File: src/rtl/flag_gen.sv
module flag_gen #(
  parameter int XLEN = 64
) (
  input  logic            clk,
  input  logic            rst_n,
  input  logic            in_valid,
  input  logic [XLEN-1:0] op_a,
  input  logic            invert_a,
  input  logic [XLEN-1:0] op_b,
  input  logic            b_valid,
  input  logic [XLEN-1:0] imm,
  input  logic            imm_valid,
  input  logic [XLEN-1:0] result,
  input  logic            is_add,
  input  logic            carry_en,
  input  logic            ca_explicit,
  input  logic            ca32_explicit,
  input  logic            ov_en,
  input  logic            div_ov_valid,
  input  logic            div_ov,
  input  logic            rec_en,
  input  logic            ca_in,
  input  logic            ca32_in,
  input  logic            ov_in,
  input  logic            ov32_in,
  input  logic            so_in,
  output logic            out_valid,
  output logic            ca,
  output logic            ca32,
  output logic            ov,
  output logic            ov32,
  output logic            so,
  output logic [3:0]      cr
);
  localparam int HALF = XLEN / 2;

  logic [XLEN-1:0] a_eff, second;
  logic            has_second;

  assign a_eff      = invert_a ? ~op_a : op_a;
  assign has_second = b_valid | imm_valid;
  assign second     = b_valid ? op_b : imm;

  logic gt_full, gt_low;
  assign gt_full = (a_eff > result)
                 | (b_valid   & (op_b > result))
                 | (imm_valid & (imm  > result));
  assign gt_low  = (a_eff[HALF-1:0] > result[HALF-1:0])
                 | (b_valid   & (op_b[HALF-1:0] > result[HALF-1:0]))
                 | (imm_valid & (imm[HALF-1:0]  > result[HALF-1:0]));

  logic par32;
  assign par32 = result[HALF] ^ a_eff[HALF] ^ (has_second & second[HALF]);

  logic ca_n, ca32_n;
  assign ca_n   = (carry_en & ~ca_explicit)   ? gt_full : ca_in;
  assign ca32_n = (carry_en & ~ca32_explicit) ? (is_add ? par32 : gt_low) : ca32_in;

  logic ov_ar, ov32_ar, ov_upd, ov_n, ov32_n, so_n;
  assign ov_ar   = (a_eff[XLEN-1] == second[XLEN-1]) & (result[XLEN-1] != a_eff[XLEN-1]);
  assign ov32_ar = (a_eff[HALF-1] == second[HALF-1]) & (result[HALF-1] != a_eff[HALF-1]);
  assign ov_upd  = ov_en & (div_ov_valid | has_second);
  assign ov_n    = ov_upd ? (div_ov_valid ? div_ov : ov_ar)   : ov_in;
  assign ov32_n  = ov_upd ? (div_ov_valid ? div_ov : ov32_ar) : ov32_in;
  assign so_n    = so_in | (ov_upd & ov_n);

  logic r_neg, r_zero;
  assign r_neg  = result[XLEN-1];
  assign r_zero = (result == '0);

  always_ff @(posedge clk) begin
    if (!rst_n) begin
      out_valid <= 1'b0;
      ca <= 1'b0; ca32 <= 1'b0; ov <= 1'b0; ov32 <= 1'b0; so <= 1'b0;
      cr <= 4'd0;
    end else begin
      out_valid <= in_valid;
      if (in_valid) begin
        ca   <= ca_n;
        ca32 <= ca32_n;
        ov   <= ov_n;
        ov32 <= ov32_n;
        so   <= so_n;
        if (rec_en) cr <= {r_neg, ~r_neg & ~r_zero, r_zero, so_n};
      end
    end
  end


  valid_follow_chk: assert property (@(posedge clk) disable iff (!rst_n)
    in_valid |=> out_valid);

  hold_chk: assert property (@(posedge clk) disable iff (!rst_n)
    !in_valid |=> (!out_valid && $stable(ca) && $stable(ov) && $stable(so) && $stable(cr)));

  ca_keep_chk: assert property (@(posedge clk) disable iff (!rst_n)
    (in_valid && (!carry_en || ca_explicit)) |=> (ca == $past(ca_in)));

  div_ov_chk: assert property (@(posedge clk) disable iff (!rst_n)
    (in_valid && ov_en && div_ov_valid) |=> (ov == $past(div_ov) && ov32 == $past(div_ov)));

  so_sticky_chk: assert property (@(posedge clk) disable iff (!rst_n)
    (in_valid && so_in) |=> so);

  cr_onehot_chk: assert property (@(posedge clk) disable iff (!rst_n)
    (in_valid && rec_en) |=> ($countones(cr[3:1]) == 1 && cr[0] == so));
endmodule

File: config.mk
export PLATFORM = sky130hd
export DESIGN_NAME = flag_gen
export DESIGN_NICKNAME = d
export VERILOG_FILES = /design/src/rtl/flag_gen.sv
export SDC_FILE = /design/constraint.sdc
export NUM_CORES = 1
export LEC_CHECK = 0
export ABC_AREA = 1
export CAP_MARGIN = 20
export CORE_MARGIN = 10
export CORE_UTILIZATION = 47
export DETAILED_ROUTE_END_ITERATION = 8
export GPL_ROUTABILITY_DRIVEN = 0
export GPL_TIMING_DRIVEN = 0
export PLACE_DENSITY = 0.91
export SLEW_MARGIN = 30
export SYNTH_ARGS = -nofsm -noshare
export SYNTH_HDL_FRONTEND = slang
export SYNTH_SLANG_ARGS = --single-unit
File: constraint.sdc
create_clock -name clk -period 4.7 [get_ports clk]
set_clock_uncertainty 0.2 [all_clocks]
set_input_delay 0.94 -clock clk [delete_from_list [all_inputs] [get_ports clk]]
set_output_delay 0.94 -clock clk [all_outputs]
set_load 0.03 [all_outputs]
Yosys cells after proc, flatten, opt, wreduce, memory -nomap -nowiden

Index checks and enable logic that the tools add are counted.

Output and inout bits: 10
Input port bits: 275
Word-level logic and storage cells: 54
Bits in registers: 10

$lt $le $gt $ge: 6
Reduce and logical (&&, ||, !) cells: 2
Bitwise gates (word level): 26
Equality and inequality tests: 4
Multiplexer cells: 9

Operator list:

| cell                           | count |
|---|---|
| greater-than comparator 64 bit | 3 |
| 2-to-1 mux 64 bit              | 2 |
| greater-than comparator 32 bit | 3 |
| logical NOT 64 bit             | 1 |
| inverter 64 bit                | 1 |
| AND 1 bit                      | 12 |
| 2-to-1 mux 1 bit               | 7 |
| OR 1 bit                       | 7 |
| inverter 1 bit                 | 4 |
| == test 1 bit                  | 2 |
| inequality test 1 bit          | 2 |
| AND reduction 2 bit            | 1 |
| bitwise XOR 1 bit              | 2 |

Logic depth before layout (Yosys ltp)

Gate-level depths: netlist of run 1.

Word-level depth: 8
Gate-level depth with buffers: 21
Gate-level depth less buffers: 19

Least setup slack after synthesis of run 1

Ideal clock, no wire load.

Path kind: input to register
Start: input invert_a
End: register ca
Required time: 4.383 ns
Setup time: 0.117 ns
Path slack: 1.694 ns
Path buffers: 2
Data arrival time: 2.688 ns
Stages: 15
Cells stage by stage: buf_4 -> buf_2 -> xor2_1 -> ha_1 -> nand2_1 -> nor2_1 -> nand2_4 -> nor3_2 -> nand2_1 -> a21oi_1 -> nand2_1 -> inv_1 -> nand3_2 -> nand2_2 -> a21oi_2

Longest elaborated chain between the ends: 5

Ends and longest elaborated chain:

| item                           | RTL line | RTL |
|---|---|---|
| start, declared                | 8        | `input logic invert_a,` |
| 2-to-1 mux 64 bit              | 40       | `assign a_eff = invert_a ? ~op_a : op_a;` |
| greater-than comparator 64 bit | 45       | `assign gt_full = (a_eff > result)` |
| OR 1 bit                       | 46       | `\| (b_valid & (op_b > result))` |
| OR 1 bit                       | 47       | `\| (imm_valid & (imm > result));` |
| 2-to-1 mux 1 bit               | 56       | `assign ca_n = (carry_en & ~ca_explicit) ? gt_full : ca_in;` |
| end signal, assigned           | 79       | `ca <= ca_n;` |
| end, declared                  | 28       | `output logic ca,` |

Every way passes these cells.
A chain may end at the register's enable or synchronous reset.

Worst setup path after layout of run 1

Start: input result[63]
End: register ca

Longest elaborated chain between the ends: 5
Elaborated cells between the ends (all ways): 8
Classes of those cells: order compare: 3; mux: 1; bitwise: 4

Ends and longest elaborated chain:

| item                           | RTL line | RTL |
|---|---|---|
| start, declared                | 13       | `input logic [XLEN-1:0] result,` |
| greater-than comparator 64 bit | 46       |  |
| AND 1 bit                      | 46       |  |
| OR 1 bit                       | 46       |  |
| OR 1 bit *                     | 47       |  |
| 2-to-1 mux 1 bit *             | 56       |  |

Mark *: on every way between the ends. The rest lies on a longest branch, timed or not.

==> flow_summary.yaml, run 1 <==
logic_synthesis:
  yosysWarnings: 0
  synth.distinct_cells: 40
  syn_inst: 882
  yosys-top-cells-area: "ha_1 40%, nand2_1 12%, xor2_1 9.3%"
  syn-num-nets: 1349
  syn_area_um2: 6000
  synth_top_cell_by_area: "ha_1"
  syn_avg_cell_area_um2: 6.802
  ys.flop_type: "dfxtp_1"
  synth_seq_area_share: 0.03337
  synth-seq-cells: 10
  synth_top_area_share: 0.4004
  async_flop_share: 0
  synth_most_common_cell: "nand2_1"
  synth_edf_count: 0
  yosys-top-cells-count: "195 x nand2_1, 192 x ha_1, 102 x inv_1"
sta:
  setup_viol: 0
  tightest_slew_ps: 759.6
  timing.final.crit_share: 0.6853
  slew_viol_final: 0
  rsz0062_at_grt: "no"
  hold_viol: 0
  tns_ps: 0
  fin_ws_ps: 1479
  max_freq_mhz: 310.5
  slew_headroom: 0.4889
  min_period_ps: 3221
cells_and_area:
  nets: 1636
  postLayoutCellArea_um2: 9129
  drive_gt1_frac: 0.04623
  final.fill_count: 1022
  final_cells: 1341
  areaGrowthSynthToFinish_pct: 52.16
  utilization: 0.7263
worst_setup_path:
  rr_startpoint: "cr[0]"
  path_cells: "clkdlybuf4s50_1 > inv_1 > ha_1 > nand2_1 > inv_1 > nand3_1 > nor2_1 > nand4_1 > inv_2 > nand3_1 > o21a_2 > nand2_2 > nand3_2 > nand2_2 > a21oi_2"
  end_kind: "flop"
  arrival_ps: 3150
  timing.reg2reg.worst_path_depth: 4
  critPathMaxFanout: 3
  timing.rr.end: "cr[0]"
  startpoint: "result[63]"
  rrSetupSlack_ps: 3810
  path_class: "input port to flop"
  crit_path_end: "ca"
  crit_path_start_kind: "input port"
  required_ps: 4630
  slowest_delay_ps: 590
  crit_cells: 15
  crit_buf_inv: 4
  cp_slowest_cell: "clkdlybuf4s50_1"
  cpLargestDelayFamily: "buffers and inverters"
cts:
  cts_tree: "done"
  path_clk_slew_ps: 40
  ctsHoldBuffers: 0
  postCtsSetupRepairBufs: 0
  cts_made_buffers: 3
  htreeDepth: 1
  clk-insertion-delay-late_ps: 240
  cts-root-buf: "clkbuf_16"
  numClockSinks: 10
  cts-root-to-sink-buffers: 2
  ctsResizeCount: 0
global_route:
  globalRoute.totalOverflow: 0
  antenna_found_initial: 2
  grt_first_pass_wirelength_mm: 36.40
  track_usage: 0.2548
  grt_max_degree: 11
  grt_pass1_vias: 7173
placement:
  dpl_cell_area_um2: 9037
  pre_cts_slack_ps: 1231
  dpl.hpwl_mm: 21.66
  io_buffer_count: 282
  place_inst: 1336
routing:
  drt_first_pass_iters: 5
  ant_nets: 0
  avgRoutedWirePerCell_um: 17.76
  drc: 0
  vias: 7023
  viasPerCell: 5.237
  dr.first_iter.drc_count: 347
  routed_wl_mm: 23.82
power:
  pwr-share-seq: 0.086
  p_sw_frac: 0.4061
  p_comb_frac: 0.757
  cellPowerDensity_nw_per_um2: 120.3
  switchingPower_w: 0.0004460
  p_int_w: 0.0006523
  p_leak_nw: 4.569
  clock_power_share: 0.157
  ir_drop_v: 0.0001022
floorplanning:
  die_area_um2: 17680
  ios: 285
  start_util: 0.4774
  fp.dieW_um: 133.0
  die_h_um: 133.0
  num_rows: 41
  coreArea_um2: 12570
job:
  maxCapViolCount: 0
status:
  status: "completed"
worst_hold_path:
  hold_class: "flop to flop"
[cells by family after synthesis]
kind of cell | Yosys count | share of synthesized area
AO/OA/AOI/OAI | 153 | 0.1379
XOR/XNOR | 67 | 0.09781
adder cells (fa/ha/maj) | 192 | 0.4004
buffers and inverters | 128 | 0.08217
flip-flops | 10 | 0.03337
multiplexers | 1 | 0.001668
AND/OR/NAND/NOR | 331 | 0.2467
[metrics by stage]
step	total power, W	hold WS [ps]
2_1_floorplan	0.0005444	390.4
3_3_place_gp	0.0008893	257.2
3_5_place_dp	0.0009208	274.6
4_1_cts	0.001098	279.3
5_1_grt	0.001208	290.8
6_report	0.001098	276.0
[worst min path at each step]
stage	from	end	depth (start not counted)
6_report	ov32	ov32	2
2_1_floorplan	ov32	ov32	2
3_3_place_gp	cr[2]	cr[2]	2
4_1_cts	ov32	ov32	2
5_1_grt	ov32	ov32	2
3_5_place_dp	ov32	ov32	2
[layer usage]
metal / share of wire / vias up / wire, µm / GRT usage
li1: - / 3570 / - / -
met3: 0.076 / 70 / 1810 / 0.06207
met2: 0.49 / 268 / 11630 / 0.4613
met5: 0.00055 / - / 13 / 0
met4: 0.045 / 2 / 1062 / 0.1094
met1: 0.39 / 3113 / 9295 / 0.2743
[power groups by stage]
stage / Clock (W) / Combinational [W] / Sequential [W]
5_1_grt: 0.000177 / 0.000937 / 0.0000946
4_1_cts: 0.000172 / 0.000832 / 0.0000940
3_3_place_gp: 0 / 0.000794 / 0.0000948
2_1_floorplan: 0 / 0.000438 / 0.000106
6_report: 0.000173 / 0.000831 / 0.0000942
3_5_place_dp: 0 / 0.000825 / 0.0000954
[sequential cells by signal, indices dropped and copies added, names as in the netlist]
| signal | count |
|---|---|
| ca | 1 |
| ca32 | 1 |
| cr | 4 |
| out_valid | 1 |
| ov | 1 |
| ov32 | 1 |
| so | 1 |
[layout make-up]
type | instances | area (µm²) | area share
clock buffers | 4 | 88.84 | 0.009731
repair buffers | 282 | 2823 | 0.3092
inverters | 120 | 450.4 | 0.04934
diodes | 1 | 2.502 | 0.0002741
multi-input cells | 744 | 5306 | 0.5813
plain buffers | 8 | 42.54 | 0.004660
flip-flops and latches | 10 | 200.2 | 0.02193
well taps | 172 | 215.2 | 0.02357
[worst reg2reg max path, stage by stage (launching register included)]
cell     delay, ps
dfxtp_1        310
nor2_1         110
nor2_1          50
o21ai_1         80
inv_1           40
[cells in the final DEF, fill, tap and decap left out, types with 4 or more instances in the layout]
cell type / n
a21o_1: 4
a21oi_1: 99
buf_2: 7
clkdlybuf4s50_1: 282
dfxtp_1: 10
ha_1: 192
inv_1: 102
inv_2: 16
nand2_1: 195
nand2_2: 6
nand3_1: 18
nand4_1: 22
nor2_1: 59
nor3_1: 5
nor4_1: 9
o21a_1: 9
o21ai_0: 13
o21ai_1: 18
xor2_1: 64
No activity file was read; power rests on OpenSTA's default activity.
==> inputs of run 2 (changes only) <==
- CORE_UTILIZATION: 47 -> 39
- PLACE_DENSITY: 0.91 -> 0.81
- clock period: 4.7 -> 2.7 ns (I/O delays scaled with it)
==> flow_summary.yaml, run 2 (synthesized netlist as in run 1, its figures left out) <==
routing:
  dr.first_iter.drc_count: 185
  viasPerCell: 5.119
  avgRoutedWirePerCell_um: 17.94
  drc: 0
  vias: 6977
  routed_wl_mm: 24.45
  drt_first_pass_iters: 5
  ant_nets: 0
worst_hold_path:
  hold_class: "flop to flop"
sta:
  max_freq_mhz: 372.5
  rsz0062_at_grt: "yes"
  hold_viol: 0
  fin_ws_ps: 15.52
  tns_ps: 0
  slew_headroom: 0.4387
  tightest_slew_ps: 834.2
  min_period_ps: 2684
  timing.final.crit_share: 0.9943
  hold_slack_ps: 273.6
  setup_viol: 0
  slew_viol_final: 0
floorplanning:
  die_h_um: 144.0
  start_util: 0.3961
  ios: 285
  die_area_um2: 20740
  coreArea_um2: 15150
  fp.dieW_um: 144.0
  num_rows: 45
global_route:
  grt_first_pass_wirelength_mm: 35.87
  grt_pass1_vias: 6991
  grt_max_degree: 11
  globalRoute.totalOverflow: 0
  antenna_found_initial: 3
  track_usage: 0.2203
placement:
  dpl.hpwl_mm: 21.72
  io_buffer_count: 282
  dpl_cell_area_um2: 9057
  pre_cts_slack_ps: -384.0
cts:
  cts_tree: "done"
  numClockSinks: 10
  cts-root-to-sink-buffers: 2
  htreeDepth: 1
  clk-insertion-delay-late_ps: 240
  path_clk_slew_ps: 40
  cts-root-buf: "clkbuf_16"
  cts_made_buffers: 3
worst_setup_path:
  end_kind: "flop"
  arrival_ps: 2610
  critPathMaxFanout: 4
  required_ps: 2620
  crit_path_start_kind: "input port"
  path_class: "input port to flop"
cells_and_area:
  postLayoutCellArea_um2: 9482
  final_common_cell: "clkdlybuf4s50_1"
  largest_reg_flops: 4
  nets: 1640
  most-common-layout-cells: "274 x clkdlybuf4s50_1, 191 x nand2_1, 183 x ha_1"
  top_register: "cr"
  areaGrowthSynthToFinish_pct: 58.04
  drive_gt1_frac: 0.08020
power:
  p_leak_nw: 4.689
  cellPowerDensity_nw_per_um2: 208.6
  ir_drop_v: 0.0001938
  power.total_w: 0.001977
status:
  status: "completed"
job:
  maxCapViolCount: 0
-- run 2: cell types whose count changed in the layout (fill, tap and decap cells not counted), moves of 5 or more --
cell	before	now
dlygate4sd2_1	0	5
nor2_1	59	52
ha_1	192	183
buf_6	0	5
ha_4	0	9
inv_1	102	95
clkdlybuf4s50_1	282	274
inv_2	16	21
buf_2	7	1
-- run 2: worst max-delay path, cell delays in order --
cell             delay [ps]
clkdlybuf4s50_1         520
inv_4                    90
ha_4                    270
nand2_1                  60
nor2_2                  110
nand2_2                  80
nor4_4                  270
nand2_2                 120
o21a_2                  230
nand2_2                  60
nand3_2                 100
nand2_2                  90
a21oi_2                  50
-- run 2: worst paths after layout --
path	from	endpoint	slack [ps]	cells past startpoint
setup / recovery	result[25]	ca	20	13
hold / removal	ca	ca	270	2
setup reg to reg	so	so	1790	4
hold reg to reg	ca	ca	270	2
-- run 2: final cells by class --
cell class	count	area [µm²]
buffer	8	91.34
fill	1351	5664
timing repair buffer	286	2854
inverter	120	455.4
antenna	3	7.507
multi-input combinational	744	5549
clock buffer	4	88.84
sequential	10	200.2
tap	188	235.2
-- run 2: routing by layer --
metal,track usage,routed length [µm],part of all wire
met1,0.2406,9430,0.39
met2,0.4092,12190,0.50
met3,0.05215,2102,0.086
met4,0.06609,734,0.030
met5,0,0,0
-- run 2: through the flow --
stage,cells,util
2_1_floorplan,882,-
3_3_place_gp,1352,0.5980
3_5_place_dp,1352,0.5980
4_1_cts,1357,0.6133
5_1_grt,1363,0.6260
6_report,1363,0.6260
-- run 2: what timing repair did --
item / in CTS / in global routing
pin swaps: 8 / 16
resized for setup: 38 / 31
endpoints found under the setup margin: 2 / 4
buffers inserted: 1 / 3
hold buffers: 0 / 0
-- run 2: power breakdown --
part / leakage, nW / total [W] / internal [W] / switching, W
sequential: 0.0827 / 0.000163 / 0.000158 / 0.00000456
combinational: 4.56 / 0.00152 / 0.000787 / 0.000730
clock: 0.0442 / 0.000298 / 0.000223 / 0.0000749
==> inputs of run 3 (changes only) <==
- CORE_ASPECT_RATIO: not set -> 1.5
- REMOVE_ABC_BUFFERS: not set -> 1
- SETUP_SLACK_MARGIN: not set -> 0.1
==> flow_summary.yaml, run 3 (synthesized netlist as in run 1, its figures left out) <==
global_route:
  grt_max_degree: 18
  grt_first_pass_wirelength_mm: 38.86
  antenna_found_initial: 5
  track_usage: 0.2360
  globalRoute.totalOverflow: 0
  grt_pass1_vias: 7698
cts:
  htreeDepth: 1
  cts_made_buffers: 3
  cts-root-to-sink-buffers: 2
  cts-root-buf: "clkbuf_16"
  path_clk_slew_ps: 40
  numClockSinks: 10
  clk-insertion-delay-late_ps: 240
  cts_tree: "done"
worst_setup_path:
  path_cells: "clkdlybuf4s50_1 > ha_1 > nand2_1 > inv_1 > nand3_2 > nor2_4 > nand4_1 > inv_2 > nand3_2 > o21a_2 > nand2_2 > nand3_2 > nand2_2 > a21oi_2"
  path_class: "input port to flop"
  critPathMaxFanout: 2
  crit_path_start_kind: "input port"
  cp_slowest_cell: "clkdlybuf4s50_1"
  arrival_ps: 2560
  rr_startpoint: "so"
  cpMostUsedCell: "nand3_2"
  required_ps: 2620
  startpoint: "op_b[63]"
  end_kind: "flop"
  slowest_delay_ps: 440
floorplanning:
  num_rows: 55
  ios: 285
  die_area_um2: 20850
  coreArea_um2: 15070
  fp.dieW_um: 121.3
  die_h_um: 171.9
  start_util: 0.3981
sta:
  timing.final.crit_share: 0.9770
  slew_headroom: 0.6853
  setup_viol: 0
  tightest_slew_ps: 467.7
  slew_viol_final: 0
  tns_ps: 0
  max_freq_mhz: 379.1
  rsz0062_at_grt: "yes"
  hold_viol: 0
  min_period_ps: 2638
worst_hold_path:
  hold_class: "flop to flop"
  hold_start: "cr[2]"
cells_and_area:
  nets: 1662
  drive_gt1_frac: 0.1886
  top_register: "cr"
  final_common_cell: "clkdlybuf4s50_1"
  areaGrowthSynthToFinish_pct: 73.66
  final_cells: 1397
  final.fill_count: 1142
  largest_reg_flops: 4
  most-common-layout-cells: "232 x clkdlybuf4s50_1, 175 x nand2_1, 157 x ha_1"
power:
  p_comb_frac: 0.806
  clock_power_share: 0.119
  p_sw_frac: 0.4283
  power.total_w: 0.002191
  ir_drop_v: 0.0002059
  switchingPower_w: 0.0009386
  p_leak_nw: 5.107
  cellPowerDensity_nw_per_um2: 210.3
  p_int_w: 0.001253
  pwr-share-seq: 0.075
routing:
  avgRoutedWirePerCell_um: 19.79
  drt_first_pass_iters: 5
  ant_nets: 0
  viasPerCell: 5.283
  dr.first_iter.drc_count: 288
  drc: 0
  vias: 7381
  routed_wl_mm: 27.65
job:
  maxCapViolCount: 0
status:
  status: "completed"
placement:
  place_inst: 1358
  dpl.hpwl_mm: 21.82
  io_buffer_count: 284
## run 3: cell types whose count changed in the layout (fill, tap and decap cells not counted), moves of 14 or more
cell / change
dlymetal6s2s_1: +25
nand2_2: +14
clkdlybuf4s50_1: -42
buf_4: +19
nand2_1: -16
inv_1: -31
ha_1: -26
inv_2: +33
dlygate4sd2_1: +17
ha_4: +26
## run 3: layer usage
layer  up-vias  track usage  wire (µm)  part of all wire
met1      3353       0.2276       9343              0.34
met4         0       0.1508       2004             0.072
met3        98      0.04504       1800             0.065
met5         -            0          0                 0
met2       320       0.4457      14500              0.52
li1       3610            -          -                 -
## run 3: cell type report
cell class	instances	area [µm²]	share of cell area
multi-input combinational	744	6132	0.5886
sequential	10	200.2	0.01921
tap	199	249.0	0.02390
clock buffer	3	75.07	0.007206
timing repair buffer	316	3299	0.3167
antenna	5	12.51	0.001201
inverter	120	450.4	0.04323
## run 3: what timing repair did
action                     CTS  global route
setup buffers               19             8
setup endpoints to repair    4             3
gates cloned                 4             1
pin swaps                   46            71
hold buffers                 0             0
gates resized for setup    104           128
## run 3: stage by stage
step | utilization | hold WS, ps | cell area, µm² | setup WS (ps)
3_3_place_gp | 0.6004 | 250.7 | 9049 | -3328
3_5_place_dp | 0.6016 | 257.8 | 9066 | -592.0
4_1_cts | 0.6492 | 264.1 | 9784 | 50.75
5_1_grt | 0.6913 | 299.0 | 10420 | -82.11
6_report | 0.6913 | 265.5 | 10420 | 61.99
2_1_floorplan | - | 390.4 | 5957 | 343.3
## run 3: worst max-delay path, delay by kind of cell
family                     cells  cell delay [ps]
buffers and inverters          3              620
adders and majority gates      1              330
and+or+nand+nor                8              780
AOI/OAI and AO/OA              2              280
## run 3: final timing paths
| kind | to | slack, ps | cells past startpoint |
|---|---|---|---|
| setup / recovery | ca | 60 | 14 |
| hold / removal | cr[2] | 270 | 2 |
| setup reg to reg | so | 1830 | 4 |
| hold reg to reg | cr[2] | 270 | 2 |
## run 3: power groups by stage
stage / logic, W / clock network (W) / registers [W]
floorplan: 0.000741 / 0 / 0.000185
global placement: 0.00139 / 0 / 0.000165
detailed placement: 0.00144 / 0 / 0.000166
CTS: 0.00159 / 0.000259 / 0.000164
global route: 0.00195 / 0.000267 / 0.000165
finish: 0.00177 / 0.000261 / 0.000164
